===== config.mk =====
export PLATFORM = sky130hd
export DESIGN_NAME = mdio_master
export DESIGN_NICKNAME = d
export VERILOG_FILES = /design/src/rtl/mdio_pkg.sv /design/src/rtl/mdio_clkgen.sv /design/src/rtl/mdio_regs.sv /design/src/rtl/mdio_frame.sv /design/src/rtl/mdio_master.sv
export SDC_FILE = /design/constraint.sdc
export NUM_CORES = 1
export LEC_CHECK = 0
export BUFFER_PORTS_ARGS = -buffer_cell sky130_fd_sc_hd__buf_4
export CORE_MARGIN = 8
export CORE_UTILIZATION = 45
export CTS_CLUSTER_SIZE = 25
export DETAILED_ROUTE_END_ITERATION = 16
export HOLD_SLACK_MARGIN = 0.15
export PLACE_DENSITY = 0.69
export SYNTH_ARGS = -nofsm -noshare
export SYNTH_HDL_FRONTEND = slang
export SYNTH_SLANG_ARGS = --single-unit
export TNS_END_PERCENT = 50

===== constraint.sdc =====
create_clock -name clk -period 6.32 [get_ports clk]
set_input_delay 1.264 -clock clk [delete_from_list [all_inputs] [get_ports clk]]
set_output_delay 1.264 -clock clk [all_outputs]
set_load 0.01 [all_outputs]

===== src/rtl/mdio_pkg.sv =====
// Shared field positions and command type for the MDIO command engine.
// Assumes 32-bit command registers and clause 22 frames only.
package mdio_pkg;
    localparam int GO_B   = 31;
    localparam int WR_B   = 30;
    localparam int ACK_B  = 29;
    localparam int RA_LO  = 21;
    localparam int PA_LO  = 16;
    localparam int ADR_W  = 5;
    localparam int DAT_W  = 16;
    localparam int FRAME_BITS = 64;

    typedef struct packed {
        logic              wr;
        logic [ADR_W-1:0]  phy;
        logic [ADR_W-1:0]  ra;
        logic [DAT_W-1:0]  data;
    } mdio_cmd_t;
endpackage


===== src/rtl/mdio_clkgen.sv =====
// MDC generator: divides clk by 2*DIV_HALF and flags the edge on which MDC
// rises or falls. Assumes DIV_HALF >= 1; MDC runs freely after reset.
module mdio_clkgen #(
    parameter int DIV_HALF = 4,
    localparam int CW = (DIV_HALF > 1) ? $clog2(DIV_HALF) : 1
) (
    input  logic clk,
    input  logic rst_n,
    output logic mdc,
    output logic rise_stb,
    output logic fall_stb
);
    logic [CW-1:0] cnt_q;
    logic          mdc_q;
    logic          tick;

    assign tick     = (cnt_q == CW'(DIV_HALF - 1));
    assign rise_stb = tick && !mdc_q;
    assign fall_stb = tick && mdc_q;
    assign mdc      = mdc_q;

    // half-period counter and MDC toggle
    always_ff @(posedge clk) begin
        if (!rst_n) begin
            cnt_q <= '0;
            mdc_q <= 1'b0;
        end else if (tick) begin
            cnt_q <= '0;
            mdc_q <= !mdc_q;
        end else begin
            cnt_q <= cnt_q + 1'b1;
        end
    end
endmodule


===== src/rtl/mdio_regs.sv =====
// Command register array with the start-flag interlock and a fixed-priority
// selector (lowest index wins). Assumes done arrives only for a register
// whose start flag is set, and at least two clocks before the next MDC fall.
module mdio_regs
    import mdio_pkg::*;
#(
    parameter int N_CMD = 2,
    localparam int IDX_W  = (N_CMD > 1) ? $clog2(N_CMD) : 1,
    localparam int ADDR_W = IDX_W + 3
) (
    input  logic              clk,
    input  logic              rst_n,
    input  logic              en,
    input  logic              bus_wr,
    input  logic [ADDR_W-1:0] bus_addr,
    input  logic [31:0]       bus_wdata,
    output logic [31:0]       bus_rdata,
    output logic              req_vld,
    output logic [IDX_W-1:0]  req_idx,
    output mdio_cmd_t         req_cmd,
    input  logic              done,
    input  logic [IDX_W-1:0]  done_idx,
    input  logic [DAT_W-1:0]  done_data,
    input  logic              done_ack
);
    logic [N_CMD-1:0] go_q, wr_q, ack_q;
    logic [ADR_W-1:0] ra_q  [N_CMD];
    logic [ADR_W-1:0] pa_q  [N_CMD];
    logic [DAT_W-1:0] dat_q [N_CMD];
    logic [N_CMD-1:0] hit, fin;
    logic             unused_rsv;

    assign unused_rsv = ^bus_wdata[28:26];

    // address decode and completion match per register
    always_comb begin
        for (int k = 0; k < N_CMD; k++) begin
            hit[k] = bus_wr && (bus_addr == ADDR_W'(k * 8));
            fin[k] = done && (done_idx == IDX_W'(k));
        end
    end

    // register update: bus write when unlocked, else capture on completion
    always_ff @(posedge clk) begin
        if (!rst_n) begin
            go_q <= '0;
            wr_q <= '0;
            ack_q <= '0;
            for (int k = 0; k < N_CMD; k++) begin
                ra_q[k]  <= '0;
                pa_q[k]  <= '0;
                dat_q[k] <= '0;
            end
        end else begin
            for (int k = 0; k < N_CMD; k++) begin
                if (hit[k] && !go_q[k]) begin
                    go_q[k]  <= bus_wdata[GO_B] && en;
                    wr_q[k]  <= bus_wdata[WR_B];
                    ack_q[k] <= bus_wdata[ACK_B];
                    ra_q[k]  <= bus_wdata[RA_LO +: ADR_W];
                    pa_q[k]  <= bus_wdata[PA_LO +: ADR_W];
                    dat_q[k] <= bus_wdata[DAT_W-1:0];
                end else if (fin[k]) begin
                    go_q[k] <= 1'b0;
                    if (!wr_q[k]) begin
                        dat_q[k] <= done_data;
                        ack_q[k] <= done_ack;
                    end
                end
            end
        end
    end

    // read-back mux; unmatched addresses read zero
    always_comb begin
        bus_rdata = '0;
        for (int k = 0; k < N_CMD; k++) begin
            if (bus_addr == ADDR_W'(k * 8))
                bus_rdata = {go_q[k], wr_q[k], ack_q[k], 3'b000,
                             ra_q[k], pa_q[k], dat_q[k]};
        end
    end

    // fixed-priority selector: lowest pending index
    always_comb begin
        req_idx = '0;
        for (int k = N_CMD - 1; k >= 0; k--) begin
            if (go_q[k]) req_idx = IDX_W'(k);
        end
        req_vld      = |go_q;
        req_cmd.wr   = wr_q[req_idx];
        req_cmd.phy  = pa_q[req_idx];
        req_cmd.ra   = ra_q[req_idx];
        req_cmd.data = dat_q[req_idx];
    end


    sel_pending_chk: assert property (@(posedge clk) disable iff (!rst_n)
        req_vld |-> go_q[req_idx]);

    for (genvar g = 0; g < N_CMD; g++) begin : g_chk

        go_needs_en_chk: assert property (@(posedge clk) disable iff (!rst_n)
            (!go_q[g] && !en) |=> !go_q[g]);

        locked_write_chk: assert property (@(posedge clk) disable iff (!rst_n)
            (go_q[g] && hit[g] && !fin[g]) |=>
            $stable({wr_q[g], ack_q[g], ra_q[g], pa_q[g], dat_q[g]}));

        self_clear_chk: assert property (@(posedge clk) disable iff (!rst_n)
            fin[g] |=> !go_q[g]);
    end
endmodule


===== src/rtl/mdio_frame.sv =====
// Clause 22 frame serializer. Starts on an MDC fall when a request is
// pending and idle, drives one bit per fall, samples on each rise, and pulses
// done one clock after the last fall. Assumes the request is held until done.
module mdio_frame
    import mdio_pkg::*;
#(
    parameter int IDX_W = 1,
    localparam int CNT_W = $clog2(FRAME_BITS)
) (
    input  logic             clk,
    input  logic             rst_n,
    input  logic             mdc,
    input  logic             rise_stb,
    input  logic             fall_stb,
    input  logic             req_vld,
    input  logic [IDX_W-1:0] req_idx,
    input  mdio_cmd_t        req_cmd,
    input  logic             mdio_i,
    output logic             done,
    output logic [IDX_W-1:0] done_idx,
    output logic [DAT_W-1:0] done_data,
    output logic             done_ack,
    output logic             mdio_o,
    output logic             mdio_oe
);
    localparam int TA2_BIT = 47;
    localparam int REL_BIT = 45;

    logic                  busy_q, wr_q, o_q, oe_q, done_q, ack_q;
    logic [CNT_W-1:0]      cnt_q;
    logic [FRAME_BITS-1:0] sh_q;
    logic [IDX_W-1:0]      idx_q;
    logic [DAT_W-1:0]      rx_q;

    // frame shifter: load on start, advance on every MDC fall
    always_ff @(posedge clk) begin
        if (!rst_n) begin
            busy_q <= 1'b0;
            wr_q   <= 1'b0;
            o_q    <= 1'b0;
            oe_q   <= 1'b0;
            done_q <= 1'b0;
            cnt_q  <= '0;
            sh_q   <= '0;
            idx_q  <= '0;
        end else begin
            done_q <= 1'b0;
            if (fall_stb) begin
                if (!busy_q && req_vld) begin
                    sh_q <= {32'hFFFF_FFFF, 2'b01,
                             req_cmd.wr ? 2'b01 : 2'b10,
                             req_cmd.phy, req_cmd.ra,
                             req_cmd.wr ? 2'b10 : 2'b00,
                             req_cmd.wr ? req_cmd.data : 16'h0000};
                    o_q    <= 1'b1;
                    oe_q   <= 1'b1;
                    busy_q <= 1'b1;
                    cnt_q  <= '0;
                    wr_q   <= req_cmd.wr;
                    idx_q  <= req_idx;
                end else if (busy_q) begin
                    if (cnt_q == CNT_W'(FRAME_BITS - 1)) begin
                        busy_q <= 1'b0;
                        oe_q   <= 1'b0;
                        o_q    <= 1'b0;
                        done_q <= 1'b1;
                    end else begin
                        cnt_q <= cnt_q + 1'b1;
                        sh_q  <= {sh_q[FRAME_BITS-2:0], 1'b0};
                        o_q   <= sh_q[FRAME_BITS-2];
                        oe_q  <= wr_q || (cnt_q < CNT_W'(REL_BIT));
                    end
                end
            end
        end
    end

    // receive path: acknowledge from second turnaround bit, then data
    always_ff @(posedge clk) begin
        if (!rst_n) begin
            ack_q <= 1'b0;
            rx_q  <= '0;
        end else if (rise_stb && busy_q && !wr_q) begin
            if (cnt_q == CNT_W'(TA2_BIT)) ack_q <= !mdio_i;
            if (cnt_q > CNT_W'(TA2_BIT))  rx_q  <= {rx_q[DAT_W-2:0], mdio_i};
        end
    end

    assign done      = done_q;
    assign done_idx  = idx_q;
    assign done_data = rx_q;
    assign done_ack  = ack_q;
    assign mdio_o    = o_q;
    assign mdio_oe   = oe_q;


    fall_only_chk: assert property (@(posedge clk) disable iff (!rst_n)
        !$stable({o_q, oe_q}) |-> $fell(mdc));

    done_idle_chk: assert property (@(posedge clk) disable iff (!rst_n)
        done_q |-> (!busy_q && !oe_q));
endmodule


===== src/rtl/mdio_master.sv =====
// Top of the MDIO command engine: register array, MDC generator and frame
// serializer. Assumes a single clock domain and an external pull-up on MDIO.
module mdio_master
    import mdio_pkg::*;
#(
    parameter int N_CMD    = 2,
    parameter int DIV_HALF = 4,
    localparam int IDX_W  = (N_CMD > 1) ? $clog2(N_CMD) : 1,
    localparam int ADDR_W = IDX_W + 3
) (
    input  logic              clk,
    input  logic              rst_n,
    input  logic              en,
    input  logic              bus_wr,
    input  logic [ADDR_W-1:0] bus_addr,
    input  logic [31:0]       bus_wdata,
    output logic [31:0]       bus_rdata,
    output logic              mdc,
    output logic              mdio_o,
    output logic              mdio_oe,
    input  logic              mdio_i
);
    logic             rise_stb, fall_stb, req_vld, done, done_ack;
    logic [IDX_W-1:0] req_idx, done_idx;
    logic [DAT_W-1:0] done_data;
    mdio_cmd_t        req_cmd;

    mdio_regs #(.N_CMD(N_CMD)) u_regs (
        .clk(clk), .rst_n(rst_n), .en(en),
        .bus_wr(bus_wr), .bus_addr(bus_addr), .bus_wdata(bus_wdata),
        .bus_rdata(bus_rdata),
        .req_vld(req_vld), .req_idx(req_idx), .req_cmd(req_cmd),
        .done(done), .done_idx(done_idx), .done_data(done_data),
        .done_ack(done_ack)
    );

    mdio_clkgen #(.DIV_HALF(DIV_HALF)) u_clk (
        .clk(clk), .rst_n(rst_n), .mdc(mdc),
        .rise_stb(rise_stb), .fall_stb(fall_stb)
    );

    mdio_frame #(.IDX_W(IDX_W)) u_frame (
        .clk(clk), .rst_n(rst_n), .mdc(mdc),
        .rise_stb(rise_stb), .fall_stb(fall_stb),
        .req_vld(req_vld), .req_idx(req_idx), .req_cmd(req_cmd),
        .mdio_i(mdio_i),
        .done(done), .done_idx(done_idx), .done_data(done_data),
        .done_ack(done_ack),
        .mdio_o(mdio_o), .mdio_oe(mdio_oe)
    );
endmodule


==> metrics, run 1 <==
I/O Buffers=69; Final Util=between 50% and 60%; Design Power=2.10 mW; number of enable flip-flop cells after synthesis=52; max_cap viols=0; Worst Path Max Fanout=29; Resized cells post-CTS=0; clock slew at reported path FFs=0.06 ns; Core ar.=15200 um^2; layout net count=689; VDD IR max=between 0.15 and 0.2 mV; Post-Synthesis Cells=between 600 and 700; number of distinct library cells after synthesis=55; deepest clock path buffer count=2; initial drt markers=roughly 310; PD cells=about 260 nW/um^2; Synth async-reset ratio=0%; Setup Skew=roughly 0.0078 ns; most frequent cells in the layout=101 x dfxtp_1, 72 x buf_4, 53 x nor2_1; min cycle time layout=3.99 ns; Worst EP arrival=between 2 and 3 ns; worst slew pin tran=~1.2 ns; row cnt=45; Initial Util=46.2%; clk root buf=clkbuf_16; fmax=251 MHz; Antenna Nets Post-Route=0; path category of the worst min-delay check=register to register; Die X=141 um; DR vias=5004; number of synthesis warnings=0; Post-Syn Area per Cell=11.5 um^2; final slew viol count=0; vias in the first global route=5130; TritonCTS Buffers=17; #FFs+latches synth=153; die area=19800 um^2; Top FF cell, synth=dfxtp_1; Worst Path Required=5.06 ns; CTS tree=yes; GR Overflow Total=0; antenna cell count=0; status=complete, no violations; largest net degree at the start of global routing=84; clk sinks=153; Syn Std Cell Area=about 7000 um^2; routed len/inst=18.6 um; layout cell share with drive strength beyond 1=21.3%; initial antenna violation count=0; most common cell after layout, fill and taps aside=dfxtp_1; fin crit share=63.1%; R2R setup slack=3.73 ns; Crit Path Category=input port to output port; Die Y-Extent=141 um; CTS Hold Bufs=0; Leakage Power=3.19 nW; max_slew headroom=approximately a fifth; RePlAce Congestion=between 0.7 and 0.8; Ports=76; WL final=approximately 16 mm; crit start category=input port; final hold violations=0; DP HPWL=10.1 mm; Setup-failing EPs final=0; later-pin clock latency in the skew report=between 0.4 and 0.5 ns; Layout area overhead=14.4%; post-synthesis sequential area ratio=between 50% and 60%; GRT Util Overall=approximately 16%; H-tree depth=4; DR pass1 iterations=5; Vias/cell=5.91; DRC viols=0; setup TNS=0 ns; global-route wire length before repair=25.9 mm; # Post-CTS Setup Buffers=0; RSZ-0062 raised after global routing=no; Critical Path End Type=output port
final cells by class:
type	instances	area, um^2
fillers	1321	7180
flip-flops and latches	153	3580
multi-input cells	397	3100
repair buffers	72	541
clock buffers	25	489
well taps	188	235
clock inverters	7	66.3
inverters	4	15.0
Yosys cell counts (13+ instances only):
cell type | instances | share of area [%]
nand2_1 | 33 | 1.8
mux2i_1 | 49 | 7.0
o221a_1 | 31 | 5.0
dfxtp_1 | 101 | 29
clkbuf_1 | 27 | 1.4
and2_1 | 14 | 1.2
nor2b_1 | 22 | 2.0
nor2_1 | 53 | 2.8
edfxtp_1 | 52 | 22
o21ai_1 | 17 | 1.2
a32o_1 | 32 | 4.6
o211ai_1 | 13 | 1.4
buf_2 | 16 | 1.1
registers in the layout, summed over array words and instances, names as in the netlist:
register and flops:
u_clk.cnt_q 2, u_clk.mdc 1, u_frame.busy_q 1, u_frame.cnt_q 6
u_frame.done 1, u_frame.done_ack 1, u_frame.done_data 16, u_frame.done_idx 1
u_frame.mdio_o 1, u_frame.mdio_oe 1, u_frame.sh_q 63, u_frame.wr_q 1
u_regs.ack_q 2, u_regs.dat_q 32, u_regs.go_q 2, u_regs.pa_q 10
u_regs.ra_q 10, u_regs.wr_q 2
cells by family (layout without fill, tap and decap cells):
logic type               count (synthesis)  in the layout  synth area share (%)
AO/OA/AOI/OAI                          166            166                  21.3
AND/OR/NAND/NOR                        157            157                  11.7
flip-flops                             153            153                  51.1
multiplexers                            64             64                  9.88
buffers and inverters                   64            108                  4.99
XOR/XNOR                                 4              4                 0.499
adder cells (fa/ha/maj)                  3              3                 0.535
other                                    1              3                0.0534
layer usage:
layer | GRT usage, % | part of all wire [%] | up-vias
li1 | - | - | 2392
met1 | 20.4 | 47 | 2469
met2 | 26.5 | 48 | 131
met3 | 3.17 | 4.0 | 12
met4 | 6.45 | 1.1 | 0
met5 | 0 | 0 | -
power by group:
part	leakage (nW)	switching (mW)	internal, mW
Combinational	1.55	0.0555	0.0450
Sequential	1.35	0.0103	1.03
Clock	0.279	0.376	0.576
critical path: stages:
cell,delay (ns)
buf_4,0.12
or3_1,0.81
nor2_1,0.35
buf_4,0.17
stage by stage:
stage,setup slack [ns],instances,cell area (um^2),hold WS (ns)
finish,2.33,846,8030,0.423
global route,2.28,846,8030,0.454
detailed placement,2.34,814,7470,0.417
CTS,2.33,846,8030,0.425
floorplan,2.74,614,7030,0.403
global placement,2.38,814,7470,0.411
path summary, 6_finish.rpt:
kind	from	endpoint	depth (start not counted)
worst max-delay path	bus_addr[1]	bus_rdata[3]	4
worst min-delay path	u_clk.cnt_q[0]$_SDFF_PP0_	u_clk.cnt_q[0]$_SDFF_PP0_	1
worst max register to register	u_frame.busy_q$_SDFFE_PN0P_	u_frame.sh_q[24]$_SDFFE_PN0P_	4
worst min register to register	u_clk.cnt_q[0]$_SDFF_PP0_	u_clk.cnt_q[0]$_SDFF_PP0_	1
No activity file was read; power rests on OpenSTA's default activity.
==> inputs of run 2 (changes only) <==
clock period = 3.75 ns   (was 6.32 ns; I/O delays follow)
==> metrics, run 2 (synthesis results as in run 1) <==
GRT Util Overall=16.2%; fmax=347 MHz; reg-to-reg startpoint=u_frame.busy_q$_SDFFE_PN0P_; most common cell after layout, fill and taps aside=dfxtp_1; R2R setup slack=about 1.3 ns; register with the most flip-flops=u_frame.sh_q; Setup Skew=0.00764 ns; Initial Util=46.2%; clk sinks=153; layout net count=692; H-tree depth=4; layout cell share with drive strength beyond 1=a little over a fifth; initial antenna violation count=0; Layout area overhead=15.4%; DRC viols=0; Core ar.=15200 um^2; Post-DP Area=7490 um^2; status=complete, no violations; Setup-failing EPs final=0; row cnt=45; max_slew headroom=27.5%; Critical Path End Type=output port; max reg flops=between 60 and 70; DR pass1 iterations=5; CTS tree=yes; crit start category=input port; Die Y-Extent=141 um; setup TNS=0 ns; Worst Path Max Fanout=29; WHS=0.431 ns; Antenna Nets Post-Route=0; Resized cells post-CTS=0; initial drt markers=341; later-pin clock latency in the skew report=about 0.43 ns; worst slew pin tran=1.09 ns; Worst Hold Launch=u_clk.cnt_q[0]$_SDFF_PP0_; Worst EP arrival=2.13 ns; deepest clock path buffer count=2; Leakage Power=3.23 nW; final hold violations=0; DR vias=around 5.0k; routed len/inst=~19 um; I/O Buffers=69; fin crit share=between 70 and 80%; RePlAce Congestion=0.802; PD cells=around 450 nW/um^2; most frequent cells in the layout=101 x dfxtp_1, 75 x buf_4, 53 x nor2_1; final slew viol count=0; clock slew at reported path FFs=0.06 ns; fill cell count=around 1.3k; min cycle time layout=2.88 ns; post-route cell area=8100 um^2; cells on worst reg2reg path=5; hold path cells=1; clk root buf=clkbuf_16; VDD IR max=around 0.32 mV; reg-to-reg endpoint=u_frame.sh_q[0]$_SDFFE_PN0P_; RSZ-0062 raised after global routing=no; antenna cell count=0; CTS Hold Bufs=0; Worst Path Required=3.00 ns; vias in the first global route=5022; die area=19800 um^2; Final Util=53.3%; highest routed metal layer=met4; GR Overflow Total=0; Ports=76; global-route wire length before repair=25.9 mm; Vias/cell=slightly below 6; WHS Endpoint=u_clk.cnt_q[0]$_SDFF_PP0_; M1 WL=7.40 mm; Die X=approximately 140 um; max_cap viols=0; largest net degree at the start of global routing=54; met3 WL=~800 um; WL final=15.8 mm; DP HPWL=slightly above 10 mm; Met2 Wirelength=7.40 mm; path category of the worst min-delay check=register to register; Register Area=3580 um^2; area of the multi-input gates=around 3100 um^2; Crit Path Category=input port to output port; TritonCTS Buffers=17; # Post-CTS Setup Buffers=0
-- run 2: cell types whose count changed in the layout (fill, tap and decap cells not counted) --
cell       previous run  this run
clkinv_2              3         2
clkbuf_4              1         0
clkbuf_8              3         5
clkbuf_16            17        19
clkbuf_1              4         2
buf_4                72        75
clkinv_4              1         0
-- run 2: how the worst max path moves through the flow --
stage                start             to
2_1_floorplan  bus_addr[3]  bus_rdata[10]
3_3_place_gp   bus_addr[1]  bus_rdata[13]
3_5_place_dp   bus_addr[1]  bus_rdata[31]
4_1_cts        bus_addr[1]  bus_rdata[31]
5_1_grt        bus_addr[1]   bus_rdata[3]
6_report       bus_addr[1]  bus_rdata[31]
-- run 2: per-stage QoR --
step	worst slack (ns)	total power, mW	std cells
after global routing	0.789	3.76	848
after floorplan	1.20	1.90	614
after CTS	0.887	3.67	848
final	0.871	3.65	848
after detailed placement	0.893	1.97	817
after global placement	0.943	1.96	817
-- run 2: power breakdown --
group	leakage, nW	switching, mW	internal, mW
registers	1.35	0.0176	1.74
logic	1.57	0.0961	0.0774
clock network	0.303	0.641	1.08
total	3.23	0.755	2.90
-- run 2: critical path: stages --
cell    delay (ns)
buf_4         0.12
or3_1         0.79
nor2_1        0.31
buf_4         0.16
-- run 2: layout make-up --
type | count | area share [%]
inverters | 4 | 0.185
clock buffers | 26 | 6.81
well taps | 188 | 2.90
repair buffers | 75 | 6.95
clock inverters | 5 | 0.649
multi-input cells | 397 | 38.2
flip-flops and latches | 153 | 44.3
-- run 2: per-layer routing --
layer,global-route usage (%),up-vias
met5,0,-
met4,5.49,0
met3,4.22,18
met2,25.9,122
met1,21.0,2451
li1,-,2391
